**src/rtl/dsf_pkg.sv**
```systemverilog
// Package: shared constants for the delayed-branch fetch front end.
// Assumes fixed-width instructions of four bytes.
package dsf_pkg;
    localparam int unsigned INSTR_BYTES = 4;
    localparam int unsigned BYTE_SHIFT  = 2;

    // Holds the decision captured while the pipeline is stalled.
    typedef struct packed {
        logic vld;
        logic take;
    } pend_flags_t;
endpackage

```
**src/rtl/dsf_next_addr.sv**
```systemverilog
// Module: dsf_next_addr
// Forms the sequential address and the branch target, and compares the two
// branch operands. Assumes AW > OFFW + BYTE_SHIFT.
module dsf_next_addr #(
    parameter int unsigned AW   = 32,
    parameter int unsigned DW   = 32,
    parameter int unsigned OFFW = 16
) (
    input  logic [AW-1:0]   fetch_pc,
    input  logic [AW-1:0]   dec_pc,
    input  logic [OFFW-1:0] off,
    input  logic [DW-1:0]   opa,
    input  logic [DW-1:0]   opb,
    output logic [AW-1:0]   seq_addr,
    output logic [AW-1:0]   tgt_addr,
    output logic            ops_equal
);
    import dsf_pkg::*;

    localparam int unsigned EXTW = AW - OFFW;

    logic [AW-1:0] off_bytes;

    // Sign-extend the word offset and scale it to bytes.
    always_comb begin
        off_bytes = {{EXTW{off[OFFW-1]}}, off} << BYTE_SHIFT;
    end

    // Compute both candidate addresses and the equality condition.
    always_comb begin
        seq_addr  = fetch_pc + AW'(INSTR_BYTES);
        tgt_addr  = dec_pc + off_bytes;
        ops_equal = (opa == opb);
    end
endmodule

```
**src/rtl/dsf_branch_ctrl.sv**
```systemverilog
// Module: dsf_branch_ctrl
// Decides whether fetch is redirected. Tracks the delay slot so that a
// branch in the slot is ignored. Holds a decision taken while stalled until
// the stall ends. Assumes br_live is already qualified by decode valid.
module dsf_branch_ctrl #(
    parameter int unsigned AW = 32
) (
    input  logic          clk,
    input  logic          rst_n,
    input  logic          stall,
    input  logic          br_live,
    input  logic          ops_equal,
    input  logic [AW-1:0] tgt_addr,
    output logic          redirect,
    output logic [AW-1:0] redir_addr,
    output logic          in_slot
);
    import dsf_pkg::*;

    pend_flags_t   pend_q;
    logic [AW-1:0] pend_tgt_q;
    logic          slot_q;
    logic          br_eff;
    logic          take_live;

    // Qualify the live branch: a branch sitting in a delay slot is dropped.
    always_comb begin
        br_eff    = br_live && !slot_q;
        take_live = br_eff && ops_equal;
    end

    // Choose between the held decision and the live decision.
    always_comb begin
        redirect   = !stall && (pend_q.vld ? pend_q.take : take_live);
        redir_addr = pend_q.vld ? pend_tgt_q : tgt_addr;
        in_slot    = slot_q;
    end

    // Capture a decision during a stall and track the delay slot on each advance.
    always_ff @(posedge clk) begin
        if (!rst_n) begin
            pend_q     <= '0;
            pend_tgt_q <= '0;
            slot_q     <= 1'b0;
        end else if (stall) begin
            if (!pend_q.vld && br_eff) begin
                pend_q.vld  <= 1'b1;
                pend_q.take <= ops_equal;
                pend_tgt_q  <= tgt_addr;
            end
        end else begin
            pend_q <= '0;
            slot_q <= pend_q.vld || br_eff;
        end
    end

    AST_PEND_RELEASED: assert property (@(posedge clk) disable iff (!rst_n)
        (pend_q.vld && !stall) |=> !pend_q.vld);

    AST_HELD_DECISION_STABLE: assert property (@(posedge clk) disable iff (!rst_n)
        (pend_q.vld && stall) |=> (pend_tgt_q == $past(pend_tgt_q)));
endmodule

```
**src/rtl/dsf_id_reg.sv**
```systemverilog
// Module: dsf_id_reg
// Pipeline register between fetch and decode. Assumes the instruction word
// arrives in the same cycle its address is presented.
module dsf_id_reg #(
    parameter int unsigned AW = 32,
    parameter int unsigned IW = 32
) (
    input  logic          clk,
    input  logic          rst_n,
    input  logic          stall,
    input  logic [IW-1:0] f_instr,
    input  logic [AW-1:0] f_pc,
    output logic [IW-1:0] d_instr,
    output logic [AW-1:0] d_pc,
    output logic          d_valid
);
    // Load the fetched word each cycle that is not stalled.
    always_ff @(posedge clk) begin
        if (!rst_n) begin
            d_instr <= '0;
            d_pc    <= '0;
            d_valid <= 1'b0;
        end else if (!stall) begin
            d_instr <= f_instr;
            d_pc    <= f_pc;
            d_valid <= 1'b1;
        end
    end

    AST_DECODE_FROZEN: assert property (@(posedge clk) disable iff (!rst_n)
        stall |=> ($stable(d_instr) && $stable(d_pc) && $stable(d_valid)));
endmodule

```
**src/rtl/dslot_fetch.sv**
```systemverilog
// Module: dslot_fetch (top)
// Fetch front end with one architectural branch delay slot. Holds the
// instruction address register and drives it onto a private instruction
// port. Resolves equality branches from decode. The delay-slot word is
// always passed on. Assumes a combinational instruction read.
module dslot_fetch #(
    parameter int unsigned AW        = 32,
    parameter int unsigned DW        = 32,
    parameter int unsigned IW        = 32,
    parameter int unsigned OFFW      = 16,
    parameter logic [AW-1:0] RESET_VEC = '0
) (
    input  logic            clk,
    input  logic            rst_n,
    input  logic            stall_i,
    output logic [AW-1:0]   imem_addr_o,
    input  logic [IW-1:0]   imem_data_i,
    input  logic            br_flag_i,
    input  logic [OFFW-1:0] br_off_i,
    input  logic [DW-1:0]   br_ra_i,
    input  logic [DW-1:0]   br_rb_i,
    output logic [IW-1:0]   id_instr_o,
    output logic [AW-1:0]   id_pc_o,
    output logic            id_valid_o
);
    logic [AW-1:0] pc_q;
    logic [AW-1:0] seq_addr;
    logic [AW-1:0] tgt_addr;
    logic [AW-1:0] redir_addr;
    logic          ops_equal;
    logic          redirect;
    logic          in_slot;
    logic          br_live;

    // A branch counts only when decode holds a valid instruction.
    always_comb begin
        br_live     = br_flag_i && id_valid_o;
        imem_addr_o = pc_q;
    end

    dsf_next_addr #(.AW(AW), .DW(DW), .OFFW(OFFW)) u_next (
        .fetch_pc  (pc_q),
        .dec_pc    (id_pc_o),
        .off       (br_off_i),
        .opa       (br_ra_i),
        .opb       (br_rb_i),
        .seq_addr  (seq_addr),
        .tgt_addr  (tgt_addr),
        .ops_equal (ops_equal)
    );

    dsf_branch_ctrl #(.AW(AW)) u_ctrl (
        .clk        (clk),
        .rst_n      (rst_n),
        .stall      (stall_i),
        .br_live    (br_live),
        .ops_equal  (ops_equal),
        .tgt_addr   (tgt_addr),
        .redirect   (redirect),
        .redir_addr (redir_addr),
        .in_slot    (in_slot)
    );

    dsf_id_reg #(.AW(AW), .IW(IW)) u_idr (
        .clk     (clk),
        .rst_n   (rst_n),
        .stall   (stall_i),
        .f_instr (imem_data_i),
        .f_pc    (pc_q),
        .d_instr (id_instr_o),
        .d_pc    (id_pc_o),
        .d_valid (id_valid_o)
    );

    // Instruction address register: hold, redirect, or step.
    always_ff @(posedge clk) begin
        if (!rst_n)
            pc_q <= RESET_VEC;
        else if (!stall_i)
            pc_q <= redirect ? redir_addr : seq_addr;
    end

    AST_SEQ_STEP: assert property (@(posedge clk) disable iff (!rst_n)
        (!stall_i && !redirect) |=> (imem_addr_o == $past(imem_addr_o) + AW'(4)));

    AST_REDIRECT_TARGET: assert property (@(posedge clk) disable iff (!rst_n)
        redirect |=> (imem_addr_o == $past(redir_addr)));

    AST_FETCH_FROZEN: assert property (@(posedge clk) disable iff (!rst_n)
        stall_i |=> $stable(imem_addr_o));

    AST_SLOT_KEPT: assert property (@(posedge clk) disable iff (!rst_n)
        (br_live && !stall_i) |=> id_valid_o);

    AST_SLOT_NO_BRANCH: assert property (@(posedge clk) disable iff (!rst_n)
        (in_slot && !stall_i && !$past(stall_i)) |-> !$past(redirect) || !redirect);
endmodule

```
**config.mk**
```make
export PLATFORM = sky130hd
export DESIGN_NAME = dslot_fetch
export DESIGN_NICKNAME = d
export VERILOG_FILES = /design/src/rtl/dsf_pkg.sv /design/src/rtl/dsf_next_addr.sv /design/src/rtl/dsf_branch_ctrl.sv /design/src/rtl/dsf_id_reg.sv /design/src/rtl/dslot_fetch.sv
export SDC_FILE = /design/constraint.sdc
export NUM_CORES = 1
export LEC_CHECK = 0
export BUFFER_PORTS_ARGS = -buffer_cell sky130_fd_sc_hd__buf_2
export CAP_MARGIN = 40
export CORE_MARGIN = 2
export CORE_UTILIZATION = 50
export DETAILED_ROUTE_END_ITERATION = 7
export GPL_TIMING_DRIVEN = 0
export HOLD_SLACK_MARGIN = 0.08
export PLACE_DENSITY = 0.78
export REMOVE_ABC_BUFFERS = 1
export SYNTH_ARGS = -nofsm -noshare
export SYNTH_HDL_FRONTEND = slang
export SYNTH_HIERARCHICAL = 1
export SYNTH_SLANG_ARGS = --single-unit
export TNS_END_PERCENT = 10
```
**constraint.sdc**
```tcl
create_clock -name clk -period 3.1 [get_ports clk]
set_input_delay 0.465 -clock clk [delete_from_list [all_inputs] [get_ports clk]]
set_output_delay 0.465 -clock clk [all_outputs]
set_load 0.01 [all_outputs]
```
# == Word level (Yosys, flattened, before mapping) ==
# Cells that the tools add are included.
# classes
eq_ne,1
addsub,2
reduce_logical,11
n_mux,3
# op_table
op,count
32-bit two-way mux,2
"32-bit by 3-bit adder with 32-bit output, second input constant",1
32-bit adder,1
32-bit == test,1
1-bit logical AND,5
2-bit AND reduction,2
1-bit zero test,3
1-bit logical OR,1
1-bit two-way mux,1
# word_totals
output_inout_bits,97
inputBits,116
reg_bits,132
word_cells,25

# == Logic depth before layout (Yosys ltp) ==
# logic_depth
word_depth,6
ltp_mapped,12
ltp_nobuf,12

# == Modules after synthesis ==
# The synthesis kept the hierarchy.
# by_module_without_submodules
mod,instances,area_per_inst_um2,seq_area_each_um2,cells_per_inst
dsf_next_addr,1,2693.8,0.0,392
dsf_id_reg,1,2494.9,1301.2,209
dsf_branch_ctrl,1,1849.3,700.7,191
dslot_fetch,1,1779.2,640.6,142

# == Least setup slack after synthesis ==
# No wires, ideal clock.
# synth_timing
kind,in2reg
start,input port br_off_i[4]
end,register pc_q[21] (netlist: imem_addr_o[21])
setup_ns,0.116
setup_slack_ns,0.084
path_buffers,0
required_ns,2.984
arrival_ns,2.900
path_stages,10
cell_sequence,ha_1 and2_4 a221oi_4 a211oi_2 o31a_1 or4_1 and4_1 mux2_2 mux2_4 o211a_1
# synth_between
elab_chain_cells,3
# synth_rtl
element,line_no,rtl
start: declaration,dslot_fetch.sv:19,"input logic [OFFW-1:0] br_off_i,"
32-bit adder,dsf_next_addr.sv:32,tgt_addr = dec_pc + off_bytes;
via tgt_addr[21],dslot_fetch.sv:28,logic [AW-1:0] tgt_addr;
32-bit two-way mux,dsf_branch_ctrl.sv:35,redir_addr = pend_q.vld ? pend_tgt_q : tgt_addr;
via redir_addr[21],dslot_fetch.sv:29,logic [AW-1:0] redir_addr;
32-bit two-way mux,dslot_fetch.sv:80,pc_q <= redirect ? redir_addr : seq_addr;
end signal: assignment,dslot_fetch.sv:80,
end: declaration,dslot_fetch.sv:26,logic [AW-1:0] pc_q;
# The timed path passes the listed nets, and every way through them passes these cells.
# A chain may end at the register's enable or synchronous reset.

# == Worst setup path after layout ==
# layout_timing
start,register u_idr.d_pc[6]
end,register pc_q[21] (netlist: imem_addr_o[21])
# layout_between
elab_chain_cells,3
# layout_rtl
element,line_no,rtl
start: declaration,dsf_id_reg.sv:14,"output logic [AW-1:0] d_pc,"
start signal: assignment,dsf_id_reg.sv:25,d_pc <= f_pc;
32-bit adder,dsf_next_addr.sv:32,
via tgt_addr[21],dslot_fetch.sv:28,
32-bit two-way mux,dsf_branch_ctrl.sv:35,
via redir_addr[21],dslot_fetch.sv:29,
32-bit two-way mux,dslot_fetch.sv:80,
# The timed path passes the listed nets, and every way through them passes these cells.

==> results.md <==
- The timing-limited maximum frequency is 324 MHz.
- The ratio of cells with drive above 1 in the final layout is 30.2%.
- For this block, the initial DRC count from the detailed router was 416.
- For this run, the number of Yosys warnings is 6.
- The deepest level of the CTS H-tree is 4.
- The number of global-route vias before repair was 6938.
- The buffer depth of the longest clock path is 2.
- The standby leakage power is 5.07 nW.
- Port buffering added 212 buffers.
- The floorplan step defined a core boundary enclosing 17300 um^2.
- After synthesis, the cell types taking the most area are sky130_fd_sc_hd__dfxtp_1, sky130_fd_sc_hd__mux2i_1, sky130_fd_sc_hd__mux2_4.
- The final wirelength is 21.4 mm.
- In the synthesized netlist the async set-or-reset flop fraction comes to 0%.
- The die area is 18700 um^2.
- The setup skew after layout is 0.00999 ns.
- The combined area of the multi-input logic cells is ~5700 um^2.
- The count of pins on the block boundary is 213.
- The number of non-filler instances in the completed layout is between 1k and 1.5k.
- TritonCTS built the clock tree.
- In this run the remaining antenna-violating nets after routing total 0.
- The period utilization is between 90% and 100%.
- At the worst endpoint, the arrival time is 3.40 ns.
- The pin count of the biggest net entering global routing is 96.
- In the final layout, flip-flops and latches occupy 2640 um^2.
- The tool flagged a number of max-cap violations equal to 0.
- The area of the mapped netlist is 8820 um^2.
- Of all cell types, the one taking the most synthesized area is sky130_fd_sc_hd__dfxtp_1.
- The clock root buffer master is sky130_fd_sc_hd__clkbuf_16.
- The total number of clock tree sinks is 132.
- The leading cell type in the layout, fill and taps excluded is sky130_fd_sc_hd__buf_2.
- The part of the Yosys area used for sequential elements is 30.0%.
- In the layout the commonest cells are sky130_fd_sc_hd__buf_2, sky130_fd_sc_hd__dfxtp_1, sky130_fd_sc_hd__nand2_1.
- The via density per instance is 5.46.
- The final hold slack is roughly 0.30 ns.
- The starting density of the core is 51.0%.
- The synthesized design devotes to its leading area cell type ~30% of total area.
- The dominant register cell in the synthesized netlist is sky130_fd_sc_hd__dfxtp_1.
- The required arrival time at the worst endpoint is ~3.4 ns.
- The count of pins over their slew limit is 0.
- The routed design could run at a clock period as short as 3.08 ns.
- Synthesis produced 934 cells.
- Of all nets on the critical path, the largest fanout is 5.
- The first global-routing pass estimated ~34 mm of wire.
- The setup slack after placement is -0.436 ns.
- The total power after layout is 4.77 mW.
- In this run, placement finished with an instance count of ~1.3k.
- The initial antenna violation count came to 0.
- The clock latency at the later pin of the worst-skew pair is 0.42 ns.
- The distinct cell type count after synthesis is 61.
- The first TritonRoute pass finished after 5 iterations.
- Clock-pin slew was measured on the worst setup and hold paths at 0.07 ns.
- In the final routed layout, each cell accounts on average for roughly 16 um.
- After synthesis, the mean cell area works out to 9.44 um^2.
- The CTS buffer count is 17.
- The floorplan step set the die width to 137 um.
- The via count is 7414.
- The half-perimeter wire length after placement is 15.3 mm.
- The number of core rows is 48.
- The relative max-transition margin is 46.5%.
- The total of flip-flops plus latches after synthesis is 132.
- The residual overflow from global routing is 0.
- The endpoint class of the critical path is a flop.
- After the last flow step, the layout net total stands at 1268.
- The run finished with clean final reports.
- IR analysis of the VDD net gives a maximum drop of 0.492 mV.
- The final-report hold violation count is 0.
- The total track usage is between 20% and 30%.
- The number of fill cells is 1492.
- The total inserted antenna cells is 0.
- STA classifies the critical path startpoint as a flop.
- The final RePlAce weighted congestion is 0.935.
- The worst setup path is of the reg2reg kind.
- For the pin with the worst max-slew slack, the measured transition is 0.803 ns.
- Setup violations remaining at the end of the flow were counted as 0.
- The number of flops mapped to enable cells by yosys is 0.
- The floorplan step set the die height to between 100 and 150 um.
- The area added between synthesis and finish is 20.2%.
- Setup repair after global routing could not meet its margin everywhere.
- The type of the tightest min-delay check is in2reg.
- The slack of the critical path is 0.0173 ns.
- The DRC violation count after routing is 0.
- In this run the power density over the cells is 450 nW/um^2.
- Cells fill 61.2% of the core in the end.
[critical path: stages, from the launching register on]
cell	delay [ns]
sky130_fd_sc_hd__dfxtp_1	0.33
sky130_fd_sc_hd__ha_1	0.36
sky130_fd_sc_hd__and2_4	0.18
sky130_fd_sc_hd__a221oi_4	0.29
sky130_fd_sc_hd__a211oi_2	0.14
sky130_fd_sc_hd__o31a_1	0.35
sky130_fd_sc_hd__or4_1	0.41
sky130_fd_sc_hd__and4_1	0.21
sky130_fd_sc_hd__mux2_2	0.27
sky130_fd_sc_hd__mux2_4	0.25
sky130_fd_sc_hd__o211a_1	0.20
[power by group]
group          leakage (nW)  internal (mW)  switching [mW]
clock                 0.288           1.21           0.844
combinational          3.70          0.432           0.429
sequential             1.08           1.78          0.0816
[worst paths after layout]
check,cells past startpoint,start,slack (ns),end
hold reg to reg,2,u_ctrl/pend_tgt_q[25],0.46,u_ctrl/pend_tgt_q[25]
setup reg to reg,10,u_idr/d_pc[6],0.02,imem_addr_o[21]
hold / removal,3,imem_data_i[14],0.30,u_idr/d_instr[14]
setup / recovery,10,u_idr/d_pc[6],0.02,imem_addr_o[21]
[Yosys cell counts (12+ instances only)]
master and count:
sky130_fd_sc_hd__or2b_1 22, sky130_fd_sc_hd__nand4_1 17, sky130_fd_sc_hd__nor2b_1 68, sky130_fd_sc_hd__xor2_1 43, sky130_fd_sc_hd__inv_1 13, sky130_fd_sc_hd__dfxtp_1 132
sky130_fd_sc_hd__nor2_1 35, sky130_fd_sc_hd__a21oi_1 28, sky130_fd_sc_hd__o211a_1 35, sky130_fd_sc_hd__nand3_1 20, sky130_fd_sc_hd__nand2b_1 12, sky130_fd_sc_hd__xnor2_1 37
sky130_fd_sc_hd__ha_1 30, sky130_fd_sc_hd__mux2_2 35, sky130_fd_sc_hd__o21ai_0 21, sky130_fd_sc_hd__nand2_1 102, sky130_fd_sc_hd__clkbuf_1 24, sky130_fd_sc_hd__mux2_4 30
sky130_fd_sc_hd__mux2i_1 98
[stage by stage]
step           area, um^2  setup TNS [ns]
6_report            10600               0
3_3_place_gp         9710         -176.36
3_5_place_dp         9900           -2.40
2_1_floorplan        8360          -38.85
4_1_cts             10500         -0.0264
5_1_grt             10600          -0.132
[area by class of cell]
class,instances,area share (%)
multi-input cells,733,54.2
clock buffers,17,4.02
inverters,13,0.461
clock inverters,15,1.61
repair buffers,224,12.1
flip-flops and latches,132,25.0
well taps,225,2.66
[cells by family (layout without fill, tap and decap cells)]
kind of cell / after synthesis / in the layout / synth area share [%]
AND/OR/NAND/NOR: 323 / 323 / 19.5
multiplexers: 163 / 163 / 20.7
AO/OA/AOI/OAI: 136 / 136 / 11.7
flip-flops: 132 / 132 / 30.0
XOR/XNOR: 80 / 80 / 7.95
buffers and inverters: 69 / 269 / 5.69
adder cells (fa/ha/maj): 31 / 31 / 4.48
[flip-flops by register name, indices dropped and copies added (netlist names)]
name	count
imem_addr_o	32
u_idr/d_pc	32
u_idr/d_instr	32
u_ctrl/pend_q	2
u_ctrl/in_slot	1
u_idr/d_valid	1
u_ctrl/pend_tgt_q	32
[routing by layer]
layer	wire, um	part of all wire, %	global-route usage [%]
met2	9780	46	36.8
met3	1360	6.4	5.48
met5	0	0	0
met1	9800	46	30.2
met4	417	2.0	6.82
[what timing repair did]
item	CTS	global route
gates resized for setup	3	16
pin swaps	2	4
endpoints found under the hold margin	0	0
setup endpoints to repair	3	11
hold buffers	0	0
gates cloned	0	0
setup buffers	1	4
Note: power is estimated with default switching activity, not from simulation.
